### config.mk
export PLATFORM = sky130hd
export DESIGN_NAME = xwin_translate
export DESIGN_NICKNAME = d
export VERILOG_FILES = /design/src/rtl/xwin_pkg.sv /design/src/rtl/xwin_ctrl.sv /design/src/rtl/xwin_datapath.sv /design/src/rtl/xwin_translate.sv
export SDC_FILE = /design/constraint.sdc
export NUM_CORES = 1
export LEC_CHECK = 0
export BUFFER_PORTS_ARGS = -buffer_cell sky130_fd_sc_hd__buf_2
export CAP_MARGIN = 30
export CORE_ASPECT_RATIO = 1.5
export CORE_MARGIN = 5
export CORE_UTILIZATION = 33
export CTS_CLUSTER_DIAMETER = 50
export CTS_CLUSTER_SIZE = 14
export DETAILED_ROUTE_END_ITERATION = 6
export PLACE_DENSITY = 0.61
export SLEW_MARGIN = 10
export SYNTH_ARGS = -nofsm -noshare
export SYNTH_HDL_FRONTEND = slang
export SYNTH_SLANG_ARGS = --single-unit
### constraint.sdc
create_clock -name clk -period 4 [get_ports clk]
set_input_delay 0.8 -clock clk [delete_from_list [all_inputs] [get_ports clk]]
set_output_delay 0.8 -clock clk [all_outputs]
set_load 0.005 [all_outputs]
### src/rtl/xwin_pkg.sv
package xwin_pkg;
  localparam int CPU_AW      = 16;
  localparam int REGION_BITS = 3;
  localparam int BANK_BITS   = 3;
  localparam int OFFS_BITS   = CPU_AW - REGION_BITS;
  localparam int PHYS_AW     = CPU_AW + BANK_BITS;
  localparam int NUM_REGIONS = 1 << REGION_BITS;
  localparam int MAP_W       = BANK_BITS + REGION_BITS;

  typedef struct packed {
    logic [BANK_BITS-1:0]   bank;
    logic [REGION_BITS-1:0] mask;
  } mapEntry_t;

  typedef struct packed {
    logic                   stageWr;
    logic [REGION_BITS-1:0] stageIdx;
    logic                   commit;
    logic                   reject;
  } ctrlStrobe_t;
endpackage

### src/rtl/xwin_ctrl.sv
module xwin_ctrl
  import xwin_pkg::*;
(
  input  logic                   clk,
  input  logic                   rstN,
  input  logic                   cycleStart,
  input  logic                   cfgWrEn,
  input  logic [REGION_BITS-1:0] cfgIdx,
  input  logic [BANK_BITS-1:0]   cfgBank,
  input  logic                   protectEn,
  input  logic [NUM_REGIONS-1:0] remapFlags,
  output ctrlStrobe_t            strobe,
  output logic                   cfgErr
);
  logic bankZero;
  logic refuse;
  logic errQ;

  always_comb begin
    bankZero        = (cfgBank == '0);
    refuse          = cfgWrEn && protectEn && remapFlags[cfgIdx] && bankZero;
    strobe.stageWr  = cfgWrEn && !refuse;
    strobe.stageIdx = cfgIdx;
    strobe.commit   = cycleStart;
    strobe.reject   = refuse;
  end

  always_ff @(posedge clk) begin
    if (!rstN) errQ <= 1'b0;
    else       errQ <= strobe.reject;
  end

  assign cfgErr = errQ;
endmodule

### src/rtl/xwin_datapath.sv
module xwin_datapath
  import xwin_pkg::*;
(
  input  logic               clk,
  input  logic               rstN,
  input  ctrlStrobe_t        strobe,
  input  logic [MAP_W-1:0]   wrData,
  input  logic [CPU_AW-1:0]  cpuAddr,
  output logic [PHYS_AW-1:0] physAddr
);
  mapEntry_t stageQ  [NUM_REGIONS];
  mapEntry_t activeQ [NUM_REGIONS];
  mapEntry_t wrEntry;
  mapEntry_t selEntry;
  logic [REGION_BITS-1:0] region;

  assign wrEntry = mapEntry_t'(wrData);

  always_ff @(posedge clk) begin
    if (!rstN) begin
      for (int r = 0; r < NUM_REGIONS; r++) begin
        stageQ[r]  <= '0;
        activeQ[r] <= '0;
      end
    end else begin
      for (int r = 0; r < NUM_REGIONS; r++) begin
        if (strobe.stageWr && (strobe.stageIdx == REGION_BITS'(r)))
          stageQ[r] <= wrEntry;
        if (strobe.commit)
          activeQ[r] <= stageQ[r];
      end
    end
  end

  always_comb begin
    region   = cpuAddr[CPU_AW-1 -: REGION_BITS];
    selEntry = activeQ[region];
    physAddr = {selEntry.bank, region ^ selEntry.mask, cpuAddr[OFFS_BITS-1:0]};
  end
endmodule

### src/rtl/xwin_translate.sv
module xwin_translate
  import xwin_pkg::*;
(
  input  logic        clk,
  input  logic        rstN,
  input  logic [15:0] cpuAddr,
  input  logic        cycleStart,
  input  logic        cfgWrEn,
  input  logic [2:0]  cfgIdx,
  input  logic [5:0]  cfgData,
  input  logic        protectEn,
  input  logic [7:0]  remapFlags,
  output logic [18:0] physAddr,
  output logic        cfgErr
);
  ctrlStrobe_t strobe;

  xwin_ctrl ctrl_i (
    .clk        (clk),
    .rstN       (rstN),
    .cycleStart (cycleStart),
    .cfgWrEn    (cfgWrEn),
    .cfgIdx     (cfgIdx),
    .cfgBank    (cfgData[MAP_W-1 -: BANK_BITS]),
    .protectEn  (protectEn),
    .remapFlags (remapFlags),
    .strobe     (strobe),
    .cfgErr     (cfgErr)
  );

  xwin_datapath dp_i (
    .clk      (clk),
    .rstN     (rstN),
    .strobe   (strobe),
    .wrData   (cfgData),
    .cpuAddr  (cpuAddr),
    .physAddr (physAddr)
  );
endmodule

==> results of run 1 <==
==> routing by layer <==
metal  vias up  track usage [%]  routed length, um
li1       1115                -                  -
met1      1039             12.3               2910
met2        60             18.9               4100
met3         8             2.96                351
met4         0             4.73                148
met5         -                0                  0
==> worst max path at each step <==
| stage | start | endpoint | cells past startpoint |
|---|---|---|---|
| after floorplan | rstN | dp_i.activeQ[0][0] | 3 |
| after global placement | cfgIdx[1] | dp_i.stageQ[1][12] | 5 |
| after detailed placement | cfgIdx[1] | dp_i.stageQ[1][12] | 5 |
| after CTS | cpuAddr[13] | physAddr[16] | 5 |
| after global routing | cpuAddr[13] | physAddr[15] | 5 |
| final | cpuAddr[13] | physAddr[16] | 5 |
==> kinds of logic after synthesis <==
| kind of cell | Yosys count | synth area share [%] |
|---|---|---|
| mux | 16 | 7.70 |
| flops | 97 | 69.2 |
| compound gates | 13 | 2.03 |
| simple gates | 130 | 16.1 |
| buf+inv | 40 | 4.98 |
==> report_power, final <==
group / switching [W] / internal [W]
combinational: 0.0000895 / 0.0000664
clock: 0.000326 / 0.000410
sequential: 0.0000193 / 0.00120
total: 0.000434 / 0.00167
==> state kept, by name (all words and copies together) (netlist names) <==
| name | cells |
|---|---|
| dp_i.activeQ | 48 |
| dp_i.stageQ | 48 |
| ctrl_i.cfgErr | 1 |
==> metrics by stage <==
stage	utilization (%)	cells	hold WS [ps]	cell area (sq um)	total power (W)
2_1_floorplan	-	296	503	4190	0.00134
3_3_place_gp	35.5	459	515	4420	0.00139
3_5_place_dp	35.7	460	515	4440	0.00140
4_1_cts	37.7	476	529	4690	0.00213
5_1_grt	37.7	476	556	4690	0.00219
6_report	37.7	476	526	4690	0.00211
==> cell type report <==
type	instances	area share, %
clock buffers	10	4.88
clock inverters	6	0.533
repair buffers	38	4.69
well taps	156	4.16
inverters	10	0.800
multi-input cells	159	23.1
flip-flops and latches	97	61.8
==> synthesized netlist by cell type, types with 2 or more instances <==
library cell  instances  share of area, %
and2_1               13               1.9
and3_1               37               5.5
buf_2                 2              0.24
buf_4                13               2.3
clkbuf_1             14               1.3
edfxtp_1             96                69
inv_1                10              0.90
mux2i_1               3              0.72
mux4_2               13               7.0
nand2_1              29               2.6
nand2b_1              3              0.45
nand3_1               2              0.24
nand3b_1              2              0.36
nor2_1               24               2.1
nor3_1               17               2.0
o21ai_0               4              0.48
o21ai_1               2              0.24
o31ai_1               6               1.1
==> reports/qor.txt, run 1 <==
critical path's slowest cell: mux4_2
hold depth: 1
Skew-Pair Late Insertion Delay: 330 ps
CP Cell Sequence: buf_2 > mux4_2 > nand2_1 > nand2_1 > buf_2
Mapped Area: 0.00419 sq mm
Post-CTS Hold Buffers: 0
CTS tree: yes
ys async rst share: 0%
max-slew violation count: 0
initial drt markers: 88
Synth-to-Final Area Change: 11.9%
r2r startpoint: dp_i.stageQ[1][4]
row count: 50
Slew @ Worst Pin: 950 ps
Detailed Routing Iterations Pass 1: 5
Post-synth EDFFs: 96
r2r worst-path depth: 1
Multi-input gate area: 0.00108 sq mm
GP Congestion: 0.798
kind of critical path: in -> out
Num CTS Buffers: 9
clk slew on worst S/H paths: 60 ps
Ports: 58
main flop type after synthesis: edfxtp_1
Pleak: 1.84 nW
setup ws final: 1230 ps
VDD IR-drop max: 0.000197 V
flop and latch count out of synthesis: 97
Hold Violations, Final: 0
RSZ-0062 raised after global routing: no
post-cts resize count: 0
DR WL/cell: 15.8 um
commonest non-fill, non-tap cells in the layout: edfxtp_1, and3_1, buf_2, nand2_1, nor2_1
H-tree Lvls: 3
# nets final: 353
PwrDens: 449 mW/mm^2
vias in the first global route: 2310
Arr. time, crit path: 1970 ps
Port Buffers: 31
Starting Density: 33.7%
layout cells sized above 1: 20.0%
Worst R2R End: dp_i.activeQ[4][4]
most common cell after layout, fill and taps aside: edfxtp_1
FF/Latch Area: 0.00290 sq mm
worst-path fanout max: 11
Hold Crit Start: dp_i.stageQ[1][22]
WP data required: 3200 ps
dpl ws: 1100 ps
GRT Overall Usage: 10.9%
Min-Delay Path Class: reg -> reg
setup repair bufs after CTS: 0
grt total ovfl: 0
core area: 0.0124 sq mm
initial antenna violation count: 0
# diodes: 0
number of remaining DRC errors: 0
fin crit share: 69.3%
Final setup viols: 0
crit-path leading delay family: multiplexers
unique cell type count in the Yosys netlist: 24
Fillers: 1134
TNS Setup: 0 ps
Vias/cell: 4.67
syn avg cell area: 14.2 sq um
reg2reg setup slack: 3160 ps
Synth Instances: 296
Die Ht: 148 um
status: finished clean
Via Count: 2222
crit path buf inv count: 2
largest net degree at the start of global routing: 42
syn nets: 334
Relative slew margins: 36.0%
Worst Hold Path EP: dp_i.activeQ[7][4]
first-pass GRT wire length: 12300 um
CTS Buffer Depth: 2
Clock Sink Count: 97
Crit path largest cell delay: 590 ps
chip width: 102 um
Clock Skew: 2.54 ps
minimum clock period: 2770 ps
HPWL Detailed: 5940 um
CP Launch Type: primary input
DIE AREA: 0.0151 sq mm
fmax: 361 MHz
crit path capture type: primary output
clk root buf: clkbuf_16
WL final: 7510 um
synth warn: 0
sequential share of the synthesized area: 69.2%
antenna-violating nets left: 0
Max-Cap Viols: 0
No activity file was read; power rests on OpenSTA's default activity.
==> inputs of run 2 (changes only) <==
- ABC_AREA: unset -> 1
- PLACE_DENSITY: 0.61 -> 0.62
- clock period: 4 -> 2.3 ns (I/O delays scaled with it)
==> run 2 against run 1 <==
  * Sequential share of layout area fell by 2.0 points
  * Sequential power increased by 74%
  * Via count increased by 18%
  * Synthesized area grew 2.8%
  * Largest power group unchanged
==> reports/qor.txt, run 2 <==
chip width: 103 um
DIE AREA: 0.0155 sq mm
ys async rst share: 0%
VDD IR-drop max: 0.000296 V
grt total ovfl: 0
Via Count: 2633
Slew @ Worst Pin: 588 ps
Worst R2R End: dp_i.activeQ[5][2]
area leader, netlist: edfxtp_1
initial antenna violation count: 0
H-tree Lvls: 3
Hold Violations, Final: 0
Internal: 0.00301 W
WL final: 8230 um
Worst Hold Path EP: ctrl_i.cfgErr
Crit path largest cell delay: 230 ps
CTS Buffer Depth: 2
Hold Crit Start: rstN
clk slew on worst S/H paths: 70 ps
Pleak: 2.09 nW
max-slew violation count: 0
Yosys top cell area share: 66.8%
antenna-violating nets left: 0
Post-CTS Hold Buffers: 0
clk root buf: clkbuf_16
fin crit share: 85.4%
synth warn: 0
initial drt markers: 172
logic gate share of total power: 7.3%
hold depth: 3
largest net degree at the start of global routing: 49
Ports: 58
number of remaining DRC errors: 0
status: finished clean
Clock Sink Count: 97
DP Area: 0.00455 sq mm
Starting Density: 33.5%
r2r worst-path depth: 2
CP Launch Type: primary input
CTS tree: yes
Clock power frac: 37.8%
Synth Instances: 408
Port Buffers: 31
Vias/cell: 4.44
Min-Delay Path Class: in -> reg
first-pass GRT wire length: 13400 um
core area: 0.0129 sq mm
TNS Setup: 0 ps
GP Congestion: 0.917
syn nets: 446
syn avg cell area: 10.6 sq um
Mapped Area: 0.00431 sq mm
commonest cells in the netlist: nor2_1, edfxtp_1, nand2_1
Detailed Routing Iterations Pass 1: 4
HPWL Detailed: 6230 um
minimum clock period: 1960 ps
Area contributors post-synth: edfxtp_1, nor2_1, nand2_1
crit path capture type: primary output
Arr. time, crit path: 1500 ps
fmax: 509 MHz
critical path's slowest cell: buf_4
commonest non-fill, non-tap cells in the layout: nor2_1, edfxtp_1, nand2_1, inv_1, buf_2
CP Cell Sequence: buf_2 > buf_4 > o21ai_0 > o21ai_0 > a21oi_1 > a31oi_1 > buf_2
layout cells sized above 1: 14.5%
setup ws final: 336 ps
r2r startpoint: dp_i.stageQ[1][8]
Clock Skew: 5.79 ps
most common cell after layout, fill and taps aside: nor2_1
# diodes: 0
Num CTS Buffers: 9
share of power burned in registers: 54.9%
DR WL/cell: 13.9 um
Post-synth EDFFs: 96
Synth-to-Final Area Change: 12.4%
unique cell type count in the Yosys netlist: 21
row count: 51
WP data required: 1840 ps
dpl ws: 306 ps
# nets final: 467
sequential share of the synthesized area: 67.3%
setup repair bufs after CTS: 0
vias in the first global route: 2679
RSZ-0062 raised after global routing: no
GRT Overall Usage: 11.6%
reg2reg setup slack: 1540 ps
Fillers: 1268
Net Sw Frac: 22.0%
Max-Cap Viols: 0
most frequent cell after synthesis: nor2_1
worst-path fanout max: 21
Relative slew margins: 60.8%
Skew-Pair Late Insertion Delay: 340 ps
post-cts resize count: 0
main flop type after synthesis: edfxtp_1
Finished Cell Area: 0.00485 sq mm
net switching power: 0.000850 W
flop and latch count out of synthesis: 97
PwrDens: 796 mW/mm^2
kind of critical path: in -> out
Final setup viols: 0
Die Ht: 150 um
run 2: cell types whose count changed after synthesis, moves of 13 or more:
cell | before | now
inv_1 | 10 | 60
o21ai_0 | 4 | 18
nand2_1 | 29 | 71
and2_1 | 13 | 0
mux4_2 | 13 | 0
and3_1 | 37 | 0
nor3_1 | 17 | 0
nor2_1 | 24 | 102
run 2: final cells by class:
type,count,area [sq um],share of cell area (%)
Multi-Input combinational cell,223,1020,21.1
Clock inverter,7,70.1,1.45
Clock buffer,9,225,4.65
Timing Repair Buffer,37,200,4.13
Inverter,61,229,4.72
Sequential cell,97,2900,59.9
Tap cell,159,199,4.10
run 2: worst max path at each step:
stage	depth (start not counted)	to	start
after floorplan	3	dp_i.activeQ[0][0]	rstN
after CTS	7	physAddr[17]	cpuAddr[13]
after detailed placement	7	physAddr[17]	cpuAddr[13]
final	7	physAddr[17]	cpuAddr[13]
after global placement	7	physAddr[17]	cpuAddr[13]
after global routing	7	physAddr[16]	cpuAddr[13]
run 2: logic make-up (layout without fill, tap and decap cells):
logic type      count (synthesis)  in the layout  synth area share (%)
flops                          97             97                  67.3
compound gates                 27             27                  3.48
buf+inv                        88            114                  8.99
simple gates                  196            196                  20.2
run 2: layer usage:
metal | part of all wire, % | vias to the layer above | track usage, %
li1 | - | 1346 | -
met5 | 0 | - | 0
met4 | 2.9 | 0 | 6.68
met2 | 51 | 78 | 19.1
met3 | 5.4 | 12 | 3.13
met1 | 41 | 1197 | 13.2
run 2: stage by stage:
stage	util, %	instances	hold WS (ps)	power (W)
floorplan	-	408	481	0.00234
global placement	35.3	577	490	0.00244
finish	37.6	593	364	0.00386
global route	37.6	593	361	0.00402
detailed placement	35.3	577	502	0.00245
CTS	37.6	593	353	0.00390
run 2: critical path: cells and delay by family:
| kind | cells | cell delay (ps) |
|---|---|---|
| AO/OA/AOI/OAI | 4 | 580 |
| buffers and inverters | 3 | 460 |
run 2: power groups by stage:
stage / combinational (W) / sequential (W) / clock, W
floorplan: 0.000204 / 0.00214 / 0
global placement: 0.000281 / 0.00216 / 0
detailed placement: 0.000286 / 0.00216 / 0
CTS: 0.000287 / 0.00212 / 0.00149
global route: 0.000322 / 0.00213 / 0.00156
finish: 0.000282 / 0.00212 / 0.00146
